File: src/rtl/clkdiv_pkg.sv
package clkdiv_pkg;

   typedef enum int {
      DOM_SOC     = 0,
      DOM_PERIPH  = 1,
      DOM_CLUSTER = 2,
      DOM_REFDIV  = 3
   } dom_e;

   localparam int NUM_DOMAINS = 4;

   // Only the three domain outputs honour the bypass request.
   function automatic bit dom_has_bypass(input int idx);
      return idx != int'(DOM_REFDIV);
   endfunction

endpackage

File: src/rtl/clkdiv_gate.sv
module clkdiv_gate (
   input  logic div_rst_ni,
   input  logic bus_rst_ni,
   input  logic ctl_reset_i,
   output logic hold_o,
   output logic run_o
);

   // Synchronous silencing sources clear the lanes on the next edge.
   assign hold_o = ~bus_rst_ni | ctl_reset_i;
   // Combinational output enable from all three silencing sources.
   assign run_o  = div_rst_ni & ~hold_o;

endmodule

File: src/rtl/clkdiv_lane.sv
module clkdiv_lane #(
   parameter int DIV_W   = 10,
   parameter bit HAS_BYP = 1'b1
) (
   input  logic             clk_i,
   input  logic             rst_ni,
   input  logic             hold_i,
   input  logic             bypass_i,
   input  logic [DIV_W-1:0] div_i,
   output logic             q_o,
   output logic             byp_o,
   output logic             fresh_o,
   output logic             sel_ref_o,
   output logic [DIV_W-1:0] cnt_o,
   output logic [DIV_W-1:0] cur_o
);

   localparam logic [DIV_W-1:0] ONE = DIV_W'(1);

   function automatic logic [DIV_W-1:0] eff_div(input logic [DIV_W-1:0] d);
      return (d <= ONE) ? ONE : d;
   endfunction

   logic             byp_req;
   logic [DIV_W-1:0] cnt_q;
   logic [DIV_W-1:0] cur_q;
   logic             q_q;
   logic             byp_q;
   logic             fresh_q;

   logic [DIV_W-1:0] cur_eff;
   logic [DIV_W-1:0] hi_len;
   logic [DIV_W-1:0] cnt_inc;
   logic             at_end;

   generate
      if (HAS_BYP) begin : g_byp
         assign byp_req = bypass_i;
      end else begin : g_nobyp
         assign byp_req = 1'b0;
      end
   endgenerate

   assign cur_eff = eff_div(cur_q);
   assign hi_len  = cur_eff >> 1;
   assign cnt_inc = cnt_q + ONE;
   assign at_end  = (cnt_q == cur_eff - ONE);

   always_ff @(posedge clk_i or negedge rst_ni) begin
      if (!rst_ni) begin
         cnt_q   <= '0;
         cur_q   <= '0;
         q_q     <= 1'b0;
         byp_q   <= 1'b0;
         fresh_q <= 1'b1;
      end else if (hold_i) begin
         cnt_q   <= '0;
         cur_q   <= '0;
         q_q     <= 1'b0;
         byp_q   <= 1'b0;
         fresh_q <= 1'b1;
      end else if (fresh_q) begin
         // First edge after silencing: start a divided cycle, high phase first.
         fresh_q <= 1'b0;
         cur_q   <= div_i;
         cnt_q   <= '0;
         q_q     <= 1'b1;
         byp_q   <= byp_req;
      end else if (byp_q) begin
         if (!byp_req) begin
            byp_q <= 1'b0;
            cur_q <= div_i;
            cnt_q <= '0;
            q_q   <= 1'b1;
         end
      end else if (at_end) begin
         // Cycle boundary: pick up a new divisor or enter bypass here only.
         cnt_q <= '0;
         cur_q <= div_i;
         q_q   <= 1'b1;
         byp_q <= byp_req;
      end else begin
         cnt_q <= cnt_inc;
         q_q   <= (cnt_inc < hi_len);
      end
   end

   assign q_o       = q_q;
   assign byp_o     = byp_q;
   assign fresh_o   = fresh_q;
   assign sel_ref_o = byp_q | (cur_eff == ONE);
   assign cnt_o     = cnt_q;
   assign cur_o     = cur_q;

endmodule

File: src/rtl/clkdiv_outsel.sv
module clkdiv_outsel (
   input  logic ref_clk_i,
   input  logic en_i,
   input  logic sel_ref_i,
   input  logic div_q_i,
   output logic clk_o
);

   // Selection changes only on a reference rising edge, where the chosen
   // source and the other one are both at the start of a high level.
   assign clk_o = en_i & (sel_ref_i ? ref_clk_i : div_q_i);

endmodule

File: src/rtl/clkdiv_multi.sv
module clkdiv_multi #(
   parameter int DIV_W = 10
) (
   input  logic             ref_clk_i,
   input  logic             div_rst_ni,
   input  logic             bus_rst_ni,
   input  logic             ctl_reset_i,
   input  logic             bypass_i,
   input  logic [DIV_W-1:0] soc_div_i,
   input  logic [DIV_W-1:0] periph_div_i,
   input  logic [DIV_W-1:0] cluster_div_i,
   input  logic [DIV_W-1:0] refdiv_div_i,
   output logic             soc_clk_o,
   output logic             periph_clk_o,
   output logic             cluster_clk_o,
   output logic             refdiv_clk_o
);

   localparam int LANES = clkdiv_pkg::NUM_DOMAINS;

   generate
      if (DIV_W < 2 || DIV_W > 16) begin : g_bad_div_w
         $error("clkdiv_multi: DIV_W must lie in 2..16");
      end
   endgenerate

   logic                        hold;
   logic                        run;
   logic [LANES-1:0][DIV_W-1:0] lane_div;
   logic [LANES-1:0][DIV_W-1:0] lane_cnt;
   logic [LANES-1:0][DIV_W-1:0] lane_cur;
   logic [LANES-1:0]            lane_q;
   logic [LANES-1:0]            lane_byp;
   logic [LANES-1:0]            lane_fresh;
   logic [LANES-1:0]            lane_sel;
   logic [LANES-1:0]            lane_clk;

   assign lane_div[clkdiv_pkg::DOM_SOC]     = soc_div_i;
   assign lane_div[clkdiv_pkg::DOM_PERIPH]  = periph_div_i;
   assign lane_div[clkdiv_pkg::DOM_CLUSTER] = cluster_div_i;
   assign lane_div[clkdiv_pkg::DOM_REFDIV]  = refdiv_div_i;

   clkdiv_gate u_gate (
      .div_rst_ni  (div_rst_ni),
      .bus_rst_ni  (bus_rst_ni),
      .ctl_reset_i (ctl_reset_i),
      .hold_o      (hold),
      .run_o       (run)
   );

   for (genvar g = 0; g < LANES; g++) begin : g_lane
      clkdiv_lane #(
         .DIV_W   (DIV_W),
         .HAS_BYP (clkdiv_pkg::dom_has_bypass(g))
      ) u_lane (
         .clk_i     (ref_clk_i),
         .rst_ni    (div_rst_ni),
         .hold_i    (hold),
         .bypass_i  (bypass_i),
         .div_i     (lane_div[g]),
         .q_o       (lane_q[g]),
         .byp_o     (lane_byp[g]),
         .fresh_o   (lane_fresh[g]),
         .sel_ref_o (lane_sel[g]),
         .cnt_o     (lane_cnt[g]),
         .cur_o     (lane_cur[g])
      );

      clkdiv_outsel u_outsel (
         .ref_clk_i (ref_clk_i),
         .en_i      (run & ~lane_fresh[g]),
         .sel_ref_i (lane_sel[g]),
         .div_q_i   (lane_q[g]),
         .clk_o     (lane_clk[g])
      );
   end

   assign soc_clk_o     = lane_clk[clkdiv_pkg::DOM_SOC];
   assign periph_clk_o  = lane_clk[clkdiv_pkg::DOM_PERIPH];
   assign cluster_clk_o = lane_clk[clkdiv_pkg::DOM_CLUSTER];
   assign refdiv_clk_o  = lane_clk[clkdiv_pkg::DOM_REFDIV];

endmodule

File: config.mk
export PLATFORM = sky130hd
export DESIGN_NAME = clkdiv_multi
export DESIGN_NICKNAME = d
export VERILOG_FILES = /design/src/rtl/clkdiv_pkg.sv /design/src/rtl/clkdiv_gate.sv /design/src/rtl/clkdiv_lane.sv /design/src/rtl/clkdiv_outsel.sv /design/src/rtl/clkdiv_multi.sv
export SDC_FILE = /design/constraint.sdc
export NUM_CORES = 1
export LEC_CHECK = 0
export BUFFER_PORTS_ARGS = -buffer_cell sky130_fd_sc_hd__buf_4
export CORE_MARGIN = 2
export CORE_UTILIZATION = 45
export CTS_BUF_LIST = sky130_fd_sc_hd__clkbuf_8
export DETAILED_ROUTE_END_ITERATION = 6
export GPL_TIMING_DRIVEN = 1
export PLACE_DENSITY = 0.75
export SYNTH_ARGS = -nofsm -noshare
export SYNTH_HDL_FRONTEND = slang
export SYNTH_SLANG_ARGS = --single-unit
File: constraint.sdc
create_clock -name ref_clk_i -period 8.7 [get_ports ref_clk_i]
set_input_delay 1.305 -clock ref_clk_i [delete_from_list [all_inputs] [get_ports ref_clk_i]]
set_output_delay 1.305 -clock ref_clk_i [all_outputs]
set_load 0.005 [all_outputs]
==> Implementation_results.wiki <==
{| class="wikitable"
! Metric !! Value
|-
| Mean post-synth cell area || ~8.9 µm²
|-
| Sum of negative setup slack || 0 ns
|-
| Ant diodes || 0
|-
| Maximum number of pins on one net before global-route repair || 71
|-
| Max Transition Viols Final || 0
|-
| Detailed Routing Iterations Pass 1 || 7
|-
| Crit end category || primary output
|-
| Estimated wirelength of the detail-placed design || about 11000 µm
|-
| Hold Crit Class || register to register
|-
| Total DRC errors in the routed layout || 0
|-
| Register area share after synthesis || 0.340
|-
| Number of top-level design ports || between 40 and 50
|-
| Hold Vio Cnt, Final || 0
|-
| Startpoint type of the worst setup path || clock port
|-
| Count of buffers added by post-CTS timing repair for setup || 0
|-
| Latest clock arrival within the worst-skew pair || just under 0.5 ns
|-
| Die span in x || 124 µm
|-
| Die height || 124 µm
|-
| Post-synth EDFFs || 0
|-
| Most repeated library cell on the critical path || sky130_fd_sc_hd__clkbuf_8
|-
| Outcome || completed
|-
| Gpl congestion || between 0.8 and 0.9
|-
| Post-detailed-placement cell area || 6910 µm²
|-
| Clock skew after layout || around 0.019 ns
|-
| Final cell area excluding filler cells || a little over 7000 µm²
|-
| Initial antenna violation count || 0
|-
| Number of flip-flops and latches in the synthesized netlist || 88
|-
| Overflow left after global routing || 0
|-
| Total Nets Final || between 800 and 900
|-
| First-pass GRT wire length || between 20000 and 30000 µm
|-
| Static leakage power || about 3.3 nW
|-
| Slowest stage cell, crit path || sky130_fd_sc_hd__mux2i_1
|-
| Synthesized instance count || a little over 700
|-
| Library cell with the largest summed area after synthesis || sky130_fd_sc_hd__dfrtp_1
|-
| TritonCTS clock tree || yes
|-
| Total of cells resized after clock tree synthesis || 0
|-
| Via count of the first global-routing pass || 5038
|-
| Highest ir drop seen on vdd || 0.100 mV
|-
| Overall power after layout || 965 µW
|-
| List of cells traversed by the critical path || clkbuf_8 > clkbuf_8 > mux2i_1 > nor2_1 > buf_4
|-
| Top cell type's share of synthesized area || 0.336
|-
| Initial standard-cell utilization of the core || 0.463
|-
| Top Family by Delay on Critical Path || buffers and inverters
|-
| Number of max-cap violations || 0
|-
| Buffering stage count on the worst path with inverters included || 3
|-
| Post-synth net total || 813
|-
| Crit-path max cell delay || roughly 0.15 ns
|-
| Total Die Area || around 15000 µm²
|-
| Core outline area || ~14000 µm²
|-
| Share of final-layout standard cells stronger than drive strength 1 || 0.119
|-
| Async set-or-reset flop fraction in the synthesized netlist || 1.00
|-
| DR WL/cell || ~16 µm
|-
| Most area-consuming cells after synthesis || sky130_fd_sc_hd__dfrtp_1, sky130_fd_sc_hd__ha_1, sky130_fd_sc_hd__xnor2_1
|-
| Count of placed standard cells including taps || roughly 920
|-
| Vias per cell || ~5.7
|-
| DR vias || 5366
|-
| Clock transition at the register clock pins on the worst setup and hold paths after CTS || ~0.09 ns
|-
| Setup repair after global routing missed its margin || no
|-
| Total standard cell area after synthesis || approximately 6500 µm²
|-
| Transition at the pin with the smallest max-transition slack || approximately 1.0 ns
|-
| Count of buffers inserted at the top-level ports || 48
|-
| Rows || 43
|-
| Final ANT Viol Nets || 0
|-
| Main flop type after synthesis || sky130_fd_sc_hd__dfrtp_1
|-
| Total GRT Usage || 0.209
|-
| Relative slew slack || 0.300
|-
| Total of warnings raised by yosys || 0
|-
| Detailed router's first-iteration violation count || around 300
|-
| Aggregate routed wire length || around 15000 µm
|-
| Non-filler cells in the finished layout || roughly 940
|-
| Count of hold-fix buffers inserted at cts || 0
|-
| Power per cell area || 135 nW/µm²
|-
| Arrival time at the worst endpoint || 4.99 ns
|-
| Max Fanout on Critical Path || 2
|-
| Data required time at the worst endpoint || around 7.4 ns
|-
| Post-synthesis cell type count || 75
|-
| Layout Area Growth over Synthesis || 10.5%
|-
| Crit path kind || clock port to primary output
|-
| Total of endpoints with negative setup slack in the final report || 0
|-
| Hold_ws || about 0.52 ns
|}
-- layout make-up --
class / instances / area (µm²)
fillers: 1307 / 6840
multi-input cells: 547 / 3920
flip-flops and latches: 88 / 2200
repair buffers: 46 / 345
well taps: 180 / 225
clock buffers: 18 / 223
inverters: 51 / 191
clock inverters: 6 / 48.8
-- cell usage in the layout, fill, tap and decap left out, types with 14 or more instances in the layout --
master and count:
sky130_fd_sc_hd__and3_1 16, sky130_fd_sc_hd__inv_1 50, sky130_fd_sc_hd__a21oi_1 27, sky130_fd_sc_hd__a22o_1 29, sky130_fd_sc_hd__ha_1 44, sky130_fd_sc_hd__nor3_1 19, sky130_fd_sc_hd__clkbuf_8 14, sky130_fd_sc_hd__nand3_1 33
sky130_fd_sc_hd__o21ai_0 23, sky130_fd_sc_hd__nor2_1 51, sky130_fd_sc_hd__mux2i_1 27, sky130_fd_sc_hd__xor2_1 26, sky130_fd_sc_hd__dfrtp_1 87, sky130_fd_sc_hd__nand2_1 53, sky130_fd_sc_hd__xnor2_1 38, sky130_fd_sc_hd__buf_4 50
-- worst register-to-register path: cells and delay by family, from the launching register on --
kind            cells  cell delay [ns]
compound gates      5             1.79
simple gates        4             1.18
flops               1             0.46
fa+ha+maj           1             0.26
xor+xnor            1             0.15
-- registers in the layout (all words and copies together), names as in the netlist --
register and flops:
g_lane.u_lane.cnt_o 40, g_lane.u_lane.cur_o 40, g_lane.u_lane.q_o 4, g_lane.u_lane.byp_o 3, g_lane.u_lane.fresh_o 1
-- routing by layer --
layer / vias up / wire, µm / GRT usage
li1: 2662 / - / -
met1: 2571 / 7110 / 0.286
met2: 115 / 7000 / 0.327
met3: 18 / 666 / 0.0499
met4: 0 / 260 / 0.0660
met5: - / 0 / 0
-- report_power, final --
part / leakage, nW / total, mW / switching (mW) / internal (mW)
Combinational: 1.93 / 0.182 / 0.101 / 0.0810
Clock: 0.186 / 0.344 / 0.184 / 0.160
Sequential: 1.20 / 0.439 / 0.0191 / 0.420
-- cells by family after synthesis --
logic type      Yosys count  share of synthesized area
compound gates          164                      0.193
xor+xnor                 64                     0.0866
fa+ha+maj                44                     0.0851
buf+inv                  89                     0.0549
flops                    88                      0.340
mux                      29                     0.0452
simple gates            246                      0.195
-- final timing paths --
check / from / endpoint / slack (ns) / cells past startpoint
worst max-delay path: ref_clk_i / periph_clk_o / 2.41 / 5
worst min-delay path: g_lane[2].u_lane.q_o$_DFFE_PN0P_ / g_lane[2].u_lane.q_o$_DFFE_PN0P_ / 0.52 / 2
worst max register to register: g_lane[0].u_lane.cur_o[6]$_DFFE_PN0P_ / g_lane[0].u_lane.cur_o[1]$_DFFE_PN0P_ / 4.83 / 11
worst min register to register: g_lane[2].u_lane.q_o$_DFFE_PN0P_ / g_lane[2].u_lane.q_o$_DFFE_PN0P_ / 0.52 / 2
max in group asynchronous: div_rst_ni / g_lane[2].u_lane.cur_o[8]$_DFFE_PN0P_ / 6.86 / 2
min in group asynchronous: div_rst_ni / g_lane[3].u_lane.cnt_o[2]$_DFF_PN0_ / 0.67 / 1
-- per-stage QoR --
| step | worst slack [ns] | utilization |
|---|---|---|
| floorplan | 2.88 | - |
| global placement | 2.77 | 0.494 |
| detailed placement | 2.77 | 0.494 |
| CTS | 2.36 | 0.511 |
| global route | 2.37 | 0.511 |
| finish | 2.41 | 0.511 |
-- synthesized netlist by cell type, drive strengths merged, types with 9 or more instances --
cell type	n
a21o	9
a21oi	28
a22o	29
a31oi	9
and2	10
and3	16
buf	10
clkbuf	28
dfrtp	87
ha	44
inv	51
mux2i	27
nand2	53
nand2b	10
nand3	33
nor2	51
nor2b	9
nor3	19
nor4	9
o211ai	11
o21ai	26
xnor2	38
xor2	26
Power figures use the tool's default switching activity.
